### src/rtl/wbuf_pkg.sv
package wbuf_pkg;
  parameter int unsigned WB_AW = 32;
  parameter int unsigned WB_DW = 32;
  localparam int unsigned WB_SW = WB_DW / 8;
  localparam int unsigned WB_OW = $clog2(WB_SW);
  localparam int unsigned WB_WW = WB_AW - WB_OW;

  typedef struct packed {
    logic [WB_WW-1:0] waddr;
    logic [WB_DW-1:0] data;
    logic [WB_SW-1:0] strb;
    logic             cache;
  } wb_ent_t;
endpackage

### src/rtl/wbuf_addr_chk.sv
module wbuf_addr_chk
  import wbuf_pkg::*;
#(
  parameter logic [WB_AW-1:0] LIMIT = 32'h1000_0000
) (
  input  logic [WB_AW-1:0] addr_i,
  input  logic [WB_SW-1:0] strb_i,
  output logic             bad_o
);
  // only faults visible at acceptance time are reported
  assign bad_o = (addr_i >= LIMIT) || (strb_i == '0);
endmodule

### src/rtl/wbuf_queue.sv
module wbuf_queue
  import wbuf_pkg::*;
#(
  parameter int unsigned DEPTH = 4
) (
  input  logic    clk_i,
  input  logic    rst_ni,
  input  logic    push_i,
  input  wb_ent_t push_ent_i,
  input  logic    pop_i,
  output logic    hit_o,
  output logic    full_o,
  output logic    empty_o,
  output wb_ent_t head_o
);
  localparam int unsigned PW = (DEPTH > 1) ? $clog2(DEPTH) : 1;
  localparam int unsigned CW = $clog2(DEPTH + 1);

  wb_ent_t          ent_q [DEPTH];
  logic [PW-1:0]    head_q, tail_q;
  logic [CW-1:0]    cnt_q;
  logic [DEPTH-1:0] hit_vec;
  logic             alloc;

  for (genvar i = 0; i < DEPTH; i++) begin : g_cmp
    logic [CW-1:0] rel;
    // distance from head, head itself excluded from merging
    assign rel = (CW'(i) >= CW'(head_q)) ? (CW'(i) - CW'(head_q))
                                          : (CW'(DEPTH) - CW'(head_q) + CW'(i));
    assign hit_vec[i] = (rel < cnt_q) && (rel != '0) &&
                        (ent_q[i].waddr == push_ent_i.waddr) &&
                        (ent_q[i].cache == push_ent_i.cache);
  end

  assign hit_o   = |hit_vec;
  assign alloc   = push_i & ~hit_o;
  assign full_o  = (cnt_q == CW'(DEPTH));
  assign empty_o = (cnt_q == '0);
  assign head_o  = ent_q[head_q];

  function automatic logic [PW-1:0] inc_ptr(input logic [PW-1:0] p);
    return (p == PW'(DEPTH - 1)) ? '0 : p + PW'(1);
  endfunction

  always_ff @(posedge clk_i or negedge rst_ni) begin
    if (!rst_ni) begin
      head_q <= '0;
      tail_q <= '0;
      cnt_q  <= '0;
    end else begin
      if (pop_i) head_q <= inc_ptr(head_q);
      if (alloc) tail_q <= inc_ptr(tail_q);
      cnt_q <= cnt_q + CW'(alloc) - CW'(pop_i);
    end
  end

  always_ff @(posedge clk_i) begin
    for (int i = 0; i < DEPTH; i++) begin
      if (alloc && tail_q == PW'(i)) begin
        ent_q[i] <= push_ent_i;
      end else if (push_i && hit_vec[i]) begin
        for (int b = 0; b < WB_SW; b++) begin
          if (push_ent_i.strb[b]) ent_q[i].data[8*b +: 8] <= push_ent_i.data[8*b +: 8];
        end
        ent_q[i].strb <= ent_q[i].strb | push_ent_i.strb;
      end
    end
  end

  p_no_overflow_r4: assert property (@(posedge clk_i) disable iff (!rst_ni)
    alloc |-> !full_o);
  p_no_underflow_r2: assert property (@(posedge clk_i) disable iff (!rst_ni)
    pop_i |-> !empty_o);
  p_merge_no_grow_r3: assert property (@(posedge clk_i) disable iff (!rst_ni)
    (push_i && hit_o && !pop_i) |=> (cnt_q == $past(cnt_q)));
endmodule

### src/rtl/wbuf_err.sv
module wbuf_err
  import wbuf_pkg::*;
(
  input  logic             clk_i,
  input  logic             rst_ni,
  input  logic             set_i,
  input  logic [WB_AW-1:0] addr_i,
  input  logic             clr_i,
  output logic             irq_o,
  output logic [WB_AW-1:0] err_addr_o
);
  always_ff @(posedge clk_i or negedge rst_ni) begin
    if (!rst_ni) begin
      irq_o      <= 1'b0;
      err_addr_o <= '0;
    end else if (set_i) begin  // set wins over clear
      irq_o      <= 1'b1;
      err_addr_o <= addr_i;
    end else if (clr_i) begin
      irq_o <= 1'b0;
    end
  end

  p_irq_sticky_r8: assert property (@(posedge clk_i) disable iff (!rst_ni)
    (irq_o && !clr_i) |=> irq_o);
  p_irq_cause_r7: assert property (@(posedge clk_i) disable iff (!rst_ni)
    $rose(irq_o) |-> $past(set_i));
endmodule

### src/rtl/post_wbuf.sv
module post_wbuf
  import wbuf_pkg::*;
#(
  parameter int unsigned      DEPTH = 4,
  parameter logic [WB_AW-1:0] LIMIT = 32'h1000_0000
) (
  input  logic             clk_i,
  input  logic             rst_ni,
  input  logic             req_valid_i,
  output logic             req_ready_o,
  input  logic [WB_AW-1:0] req_addr_i,
  input  logic [WB_DW-1:0] req_data_i,
  input  logic [WB_SW-1:0] req_strb_i,
  input  logic             req_buf_i,
  input  logic             req_cache_i,
  output logic             abort_o,
  output logic             mem_valid_o,
  input  logic             mem_ready_i,
  output logic [WB_AW-1:0] mem_addr_o,
  output logic [WB_DW-1:0] mem_data_o,
  output logic [WB_SW-1:0] mem_strb_o,
  output logic             mem_cache_o,
  input  logic             mem_err_i,
  input  logic             drain_req_i,
  output logic             drain_done_o,
  output logic             irq_o,
  input  logic             irq_clr_i,
  output logic [WB_AW-1:0] err_addr_o
);
  wb_ent_t new_ent, head_ent, byp_q, out_ent;
  logic    bad, q_hit, q_full, q_empty, q_push, q_pop;
  logic    byp_vld_q, byp_load, take, acc, hs;

  assign new_ent = '{waddr: req_addr_i[WB_AW-1:WB_OW], data: req_data_i,
                     strb: req_strb_i, cache: req_cache_i};

  wbuf_addr_chk #(.LIMIT(LIMIT)) u_chk (
    .addr_i (req_addr_i),
    .strb_i (req_strb_i),
    .bad_o  (bad)
  );

  wbuf_queue #(.DEPTH(DEPTH)) u_q (
    .clk_i      (clk_i),
    .rst_ni     (rst_ni),
    .push_i     (q_push),
    .push_ent_i (new_ent),
    .pop_i      (q_pop),
    .hit_o      (q_hit),
    .full_o     (q_full),
    .empty_o    (q_empty),
    .head_o     (head_ent)
  );

  // a held uncached store blocks everything behind it
  assign take = ~drain_req_i & ~byp_vld_q &
                (bad | ~req_buf_i | ~q_full | q_hit);
  assign req_ready_o = take;
  assign acc      = req_valid_i & take;
  assign q_push   = acc & ~bad & req_buf_i;
  assign byp_load = acc & ~bad & ~req_buf_i;

  // uncached slot goes out only behind an empty queue
  assign out_ent     = q_empty ? byp_q : head_ent;
  assign mem_valid_o = ~q_empty | byp_vld_q;
  assign mem_addr_o  = {out_ent.waddr, {WB_OW{1'b0}}};
  assign mem_data_o  = out_ent.data;
  assign mem_strb_o  = out_ent.strb;
  assign mem_cache_o = out_ent.cache;
  assign hs          = mem_valid_o & mem_ready_i;
  assign q_pop       = hs & ~q_empty;

  always_ff @(posedge clk_i or negedge rst_ni) begin
    if (!rst_ni) begin
      byp_vld_q <= 1'b0;
      byp_q     <= '0;
      abort_o   <= 1'b0;
    end else begin
      abort_o <= acc & bad;
      if (byp_load) begin
        byp_vld_q <= 1'b1;
        byp_q     <= new_ent;
      end else if (hs && q_empty) begin
        byp_vld_q <= 1'b0;
      end
    end
  end

  assign drain_done_o = drain_req_i & q_empty & ~byp_vld_q;

  wbuf_err u_err (
    .clk_i      (clk_i),
    .rst_ni     (rst_ni),
    .set_i      (hs & mem_err_i),
    .addr_i     (mem_addr_o),
    .clr_i      (irq_clr_i),
    .irq_o      (irq_o),
    .err_addr_o (err_addr_o)
  );

  p_mem_hold_r2: assert property (@(posedge clk_i) disable iff (!rst_ni)
    (mem_valid_o && !mem_ready_i) |=> (mem_valid_o && $stable(mem_addr_o) &&
                                        $stable(mem_data_o) && $stable(mem_strb_o)));
  p_byp_leaves_on_hs_r5: assert property (@(posedge clk_i) disable iff (!rst_ni)
    $fell(byp_vld_q) |-> $past(mem_valid_o && mem_ready_i && q_empty));
  p_abort_after_acc_r6: assert property (@(posedge clk_i) disable iff (!rst_ni)
    abort_o |-> $past(req_valid_i && req_ready_o));
  p_drain_idle_r9: assert property (@(posedge clk_i) disable iff (!rst_ni)
    drain_done_o |-> !mem_valid_o);
endmodule

### config.mk
export PLATFORM = sky130hd
export DESIGN_NAME = post_wbuf
export DESIGN_NICKNAME = d
export VERILOG_FILES = /design/src/rtl/wbuf_pkg.sv /design/src/rtl/wbuf_addr_chk.sv /design/src/rtl/wbuf_queue.sv /design/src/rtl/wbuf_err.sv /design/src/rtl/post_wbuf.sv
export SDC_FILE = /design/constraint.sdc
export NUM_CORES = 1
export LEC_CHECK = 0
export ABC_AREA = 0
export BUFFER_PORTS_ARGS = -buffer_cell sky130_fd_sc_hd__buf_4
export CORE_UTILIZATION = 53
export DETAILED_ROUTE_END_ITERATION = 7
export PLACE_DENSITY = 0.76
export RECOVER_POWER = 25
export SYNTH_ARGS = -nofsm -noshare
export SYNTH_HDL_FRONTEND = slang
export SYNTH_HIERARCHICAL = 1
export SYNTH_SLANG_ARGS = --single-unit
### constraint.sdc
create_clock -name clk_i -period 5.4 [get_ports clk_i]
set_clock_uncertainty 0.15 [all_clocks]
set_input_delay 1.08 -clock clk_i [delete_from_list [all_inputs] [get_ports clk_i]]
set_output_delay 1.08 -clock clk_i [all_outputs]
set_load 0.01 [all_outputs]
---- Word-level counts from Yosys, hierarchy flattened ----
Memories as Yosys holds them, arrays and structs flattened.
Cells that the tools add are included.
operators by class
  equality and inequality tests ........... 13
  bitwise logic cells ..................... 48
  multiply operators ...................... 0
  shift operators ......................... 0
  $add $sub $neg .......................... 11
  divide/modulo/power cells ............... 0
  $lt $le $gt $ge ......................... 8
  reductions and logical operators ........ 32
  mux-type cells .......................... 102
operator list
  kind                                                                  count
  2-to-1 mux 8 bit                                                      16
  == test 30 bit                                                        4
  2-to-1 mux 1 bit                                                      76
  2-to-1 mux 67 bit                                                     1
  greater-or-equal comparator 32 x 29 -> 1 bit (second input constant)  1
  bitwise OR 1 bit                                                      24
  logical AND 1 bit                                                     21
  2-to-1 mux 4 bit                                                      4
  bitwise OR 4 bit                                                      4
  bitwise AND 1 bit                                                     13
  less-than comparator 3 bit                                            4
  nonzero test 3 bit                                                    4
  2-to-1 mux 3 bit                                                      3
  inverter 1 bit                                                        7
  == test 2 bit (second input constant)                                 3
  subtractor 1 x 2 -> 3 bit (first input constant)                      2
  subtractor 2 x 2 -> 3 bit (first input constant)                      2
  adder 2 x 1 -> 2 bit (second input constant)                          2
  == test 1 bit                                                         4
  greater-or-equal comparator 1 x 2 -> 1 bit (first input constant)     2
  zero test 4 bit                                                       1
  2-to-1 mux 2 bit                                                      2
  nonzero test 2 bit                                                    2
  OR reduction 4 bit                                                    1
  11 further kinds                                                      11
word-level totals
  output and inout bits ................... 106
  input bits .............................. 77
  ROM bits ................................ 0
  memory bits (writable) .................. 268
  memories ................................ 1
  latch bits .............................. 0
  register bits after elaboration ......... 107
  logic and storage cells ................. 226
memory list
  memory     depth  bits a word  rd ports  clocked after memory_dff  write ports  line              source
  u_q.ent_q  4      67           5         0                         4            wbuf_queue.sv:19  wb_ent_t ent_q [DEPTH];

---- Longest topological paths before layout ----
  depth in word-level cells ............... 18
  mapped depth ............................ 25
  mapped depth without buffers ............ 20

---- Cells and area by module ----
The synthesis kept the hierarchy.
modules (own cells, without submodules)
  module         instances  sequential area each (µm²)  area each (µm²)  cells each
  wbuf_queue     1          8222.9                      12344.3          686
  post_wbuf      1          1726.7                      3498.4           237
  wbuf_err       1          825.8                       1377.6           71
  wbuf_addr_chk  1          0.0                         15.0             2

---- Least setup slack after synthesis ----
Ideal clock, no wire load.
  path type ............................... reg2reg
  from .................................... reg u_q.head_q[1]
  to ...................................... mem u_q/ent_q[2][0] (netlist name) (enable)
  library setup time ...................... 419 ps
  path buffers ............................ 4
  stages on the path, launching flop included .. 19
  arrival ................................. 5270 ps
  required time ........................... 4831 ps
  path slack .............................. -439 ps
  clock period less this slack ............ 5839 ps
  cell sequence ........................... dfrtp_1 -> clkbuf_1 -> clkbuf_1 -> clkbuf_1 -> inv_1 -> ha_1 -> xor2_1 -> nor2_1 -> nor2_1 -> ha_1 -> a21oi_1 -> o211ai_2 -> nor3_2 -> or4_1 -> buf_6 -> nor2b_1 -> nor4b_1 -> nand2_1 -> nor2_1
RTL lines
  element                 line              source
  from (decl)             wbuf_queue.sv:20  logic [PW-1:0] head_q, tail_q;
  from (signal assigned)  wbuf_queue.sv:51  if (pop_i) head_q <= inc_ptr(head_q);
  to (decl)               wbuf_queue.sv:19

---- Final worst setup path ----
  from .................................... reg u_q.head_q[0]
  to ...................................... out req_ready_o
between the ends
  longest elaborated chain between the ends .. 10
  elaborated cells between the ends (all ways) .. 36
  those cells by class .................... add/sub: 7; order compare: 7; mux: 3; bitwise: 2; reduce/logical: 17
RTL lines
  element                                                                  line              source
  subtractor 3 x 2 -> 3 bit                                                wbuf_queue.sv:29  : (CW'(DEPTH) - CW'(head_q) + CW'(i));
  adder 3 x 1 -> 3 bit / adder 3 x 2 -> 3 bit (equally long branches)      wbuf_queue.sv:29
  2-to-1 mux 3 bit                                                         wbuf_queue.sv:28  assign rel = (CW'(i) >= CW'(head_q)) ? (CW'(i) - CW'(head_q))
  less-than comparator 3 bit / nonzero test 3 bit (equally long branches)  wbuf_queue.sv:30  assign hit_vec[i] = (rel < cnt_q) && (rel != '0) &&
  logical AND 1 bit (2 in series)                                          wbuf_queue.sv:30
  logical AND 1 bit                                                        wbuf_queue.sv:31  (ent_q[i].waddr == push_ent_i.waddr) &&
  OR reduction 4 bit (*)                                                   wbuf_queue.sv:35  assign hit_o = |hit_vec;
  net q_hit                                                                post_wbuf.sv:31   logic bad, q_hit, q_full, q_empty, q_push, q_pop;
  bitwise OR 1 bit (*)                                                     post_wbuf.sv:57   (bad | ~req_buf_i | ~q_full | q_hit);
  bitwise AND 1 bit (*)                                                    post_wbuf.sv:56   assign take = ~drain_req_i & ~byp_vld_q &
  to (decl)                                                                post_wbuf.sv:10   output logic req_ready_o,
The timed path passes the listed nets; every way through them passes the cells marked *.

==> results.ini <==
[run_status]
status=finished, final reports clean

[cells_and_area]
nNetsFinal=1302
antennaDiodeCount=0
layout_commonest_cell=edfxtp_1
drive_above_1_share=0.378
syn2layout_area_growth_pct=17.3
final_area_um2=20200
most-common-layout-cells=edfxtp_1, buf_4, xor2_1

[sta]
clock.fmax_ghz=0.208
timing.final.crit_share=0.891
setup_viol=0
hold_viol_final=0
finalSetupTns_ps=0
worstMarginPinSlew_ps=823
min_period_ps=4810
rsz0062_at_grt=false
slew_violations=0
holdWs_ps=339
maxSlewHeadroom=0.451

[clocking]
worstSkewPairLatency_ps=530
clk_pin_slew_ps=60
root_buffer=clkbuf_16
post-cts-setup-buffers=0
clk_path_buf_depth=3
cts_tree=yes
cts_htree_levels=2
cts_resized=0
cts_made_buffers=41
clkSinkCount=377
cts_hold_buf=0

[critical_path]
worstPathRequired_ps=4170
cp.arrival_ps=3580
crit_fanout=21
setup.worst_path.class=reg2out
slowest_stage=or4_1
start_kind=register
max_stage_delay_ps=540
crit_path_cell_trace=buf_4 -> ha_1 -> nor3_1 -> nor2_1 -> ha_1 -> inv_1 -> o211ai_2 -> nor3_2 -> or4_1 -> nor2b_1 -> a311oi_1 -> buf_4
critPathCaptureType=output port

[synthesis]
synth_area_um2=17200
synth-edff-count=268
ys_ff_latch=377
async_flop_share=0.289
synth_ff_type=edfxtp_1
yosysWarnings=6
syn_inst=996
postSynthAreaPerCell_um2=17.3
synth-seq-area-share=0.625
synth.distinct_cells=47

[die]
fp-row-count=65
die_y_um=182
ios=183
start_util=0.542
die-area_um2=33200
die_w_um=182
core_um2=31800

[hold_path]
min_path_type=reg2reg

[job]
maxCapViolations=0

[route]
drt_wl_total_um=37900
vias=9474
first_iter_violations=582
wire_per_inst_um=22.6
drc=0
ant_nets=0
vias_per_cell=5.66
first_pass_iters=5

[power_and_ir_drop]
power_mw=9.20
p_leak_nw=7.74
p_per_area_nw_per_um2=455
peakVddDrop_mv=0.292

[placement]
post-dp-hpwl_um=25000
port-buffer-count=178
place_area_um2=19100
place_congestion=0.882

[grt]
grt_overflow=0
antenna_found_initial=1
grt_pass1_vias=9954
grt_max_degree=58
gr-usage-all-layers=0.233
grt_pass1_wl_um=58200

-- path summary, 6_finish.rpt --
check / from / to / slack (ps) / cells past startpoint
min in group asynchronous: rst_ni / u_err/err_addr_o[19] / 470 / 1
max reg2reg: u_q/head_q[0] / u_q/ent_q[3][28] / 780 / 16
max: u_q/head_q[0] / req_ready_o / 590 / 12
min reg2reg: u_err/irq_o / u_err/irq_o / 340 / 1
max in group asynchronous: rst_ni / u_q/head_q[0] / 3770 / 2
min: u_err/irq_o / u_err/irq_o / 340 / 1
-- routing by layer --
| metal | routed length, µm | up-vias | GRT usage |
|---|---|---|---|
| li1 | - | 4228 | - |
| met1 | 16000 | 4883 | 0.314 |
| met2 | 18800 | 298 | 0.386 |
| met3 | 2130 | 63 | 0.0411 |
| met4 | 920 | 2 | 0.0713 |
| met5 | 13 | - | 0 |
-- through the flow --
step / instances / utilization / setup WS [ps]
3_5_place_dp: 1598 / 0.602 / 482
4_1_cts: 1674 / 0.643 / 563
3_3_place_gp: 1598 / 0.602 / 519
5_1_grt: 1674 / 0.636 / 429
6_report: 1674 / 0.636 / 590
2_1_floorplan: 999 / - / 121
-- cell type report --
class	instances	area, µm²
fillers	2306	11600
clock inverters	20	150
flip-flops and latches	377	10800
inverters	20	75.1
clock buffers	56	1160
multi-input cells	556	6130
well taps	435	544
repair buffers	210	1380
-- state kept, by name (all words and copies together), names as in the netlist --
signal,cells
u_q/cnt_q,3
byp_vld_q,1
u_q/head_q,2
u_q/tail_q,2
u_err/irq_o,1
u_q/ent_q,268
u_err/err_addr_o,32
abort_o,1
byp_q,67
-- kinds of logic (layout without fill, tap and decap cells) --
logic type,count (synthesis),count (layout),synth area share
XOR/XNOR,125,125,0.0635
AND/OR/NAND/NOR,121,121,0.0430
adder cells (fa/ha/maj),19,19,0.0142
flip-flops,377,377,0.625
multiplexers,235,235,0.208
other,1,4,0.000218
buffers and inverters,66,306,0.0210
AO/OA/AOI/OAI,52,52,0.0249
-- synthesized netlist by cell type (2+ instances only) --
cell / count / area, µm²
o21ai_4: 4 / 65.1
a21o_1: 16 / 120
nor4_2: 4 / 50.1
xnor2_1: 4 / 35.0
nand2b_1: 2 / 12.5
mux4_2: 67 / 1510
inv_1: 20 / 75.1
ha_1: 18 / 225
mux2_4: 49 / 736
a21oi_1: 8 / 40.0
buf_6: 6 / 67.6
dfrtp_1: 109 / 2730
xor2_1: 121 / 1060
nand2_1: 13 / 48.8
nand4_1: 5 / 31.3
buf_2: 6 / 30.0
o211ai_1: 3 / 22.5
nor2_1: 13 / 48.8
clkbuf_1: 15 / 56.3
nor2b_1: 3 / 18.8
a22o_1: 12 / 105
buf_12: 3 / 60.1
buf_1: 12 / 45.0
nor4b_1: 2 / 17.5
and2_1: 35 / 219
o21ai_0: 3 / 15.0
nor3_1: 7 / 35.0
nor4_1: 30 / 188
buf_4: 3 / 22.5
mux2_2: 119 / 1340
edfxtp_1: 268 / 8050
-- where the power goes --
| part | internal [mW] | switching (mW) | total, mW |
|---|---|---|---|
| registers | 3.32 | 0.137 | 3.46 |
| clock network | 1.57 | 1.13 | 2.70 |
| logic | 1.65 | 1.40 | 3.04 |
| total | 6.54 | 2.66 | 9.20 |
-- critical path: cells and delay by family (launching register included) --
family                   cells  cell delay (ps)
AO/OA/AOI/OAI                2              390
buffers and inverters        3              480
adder cells (fa/ha/maj)      2              560
AND/OR/NAND/NOR              5             1140
flip-flops                   1              480
(Power assumes the default switching activity.)
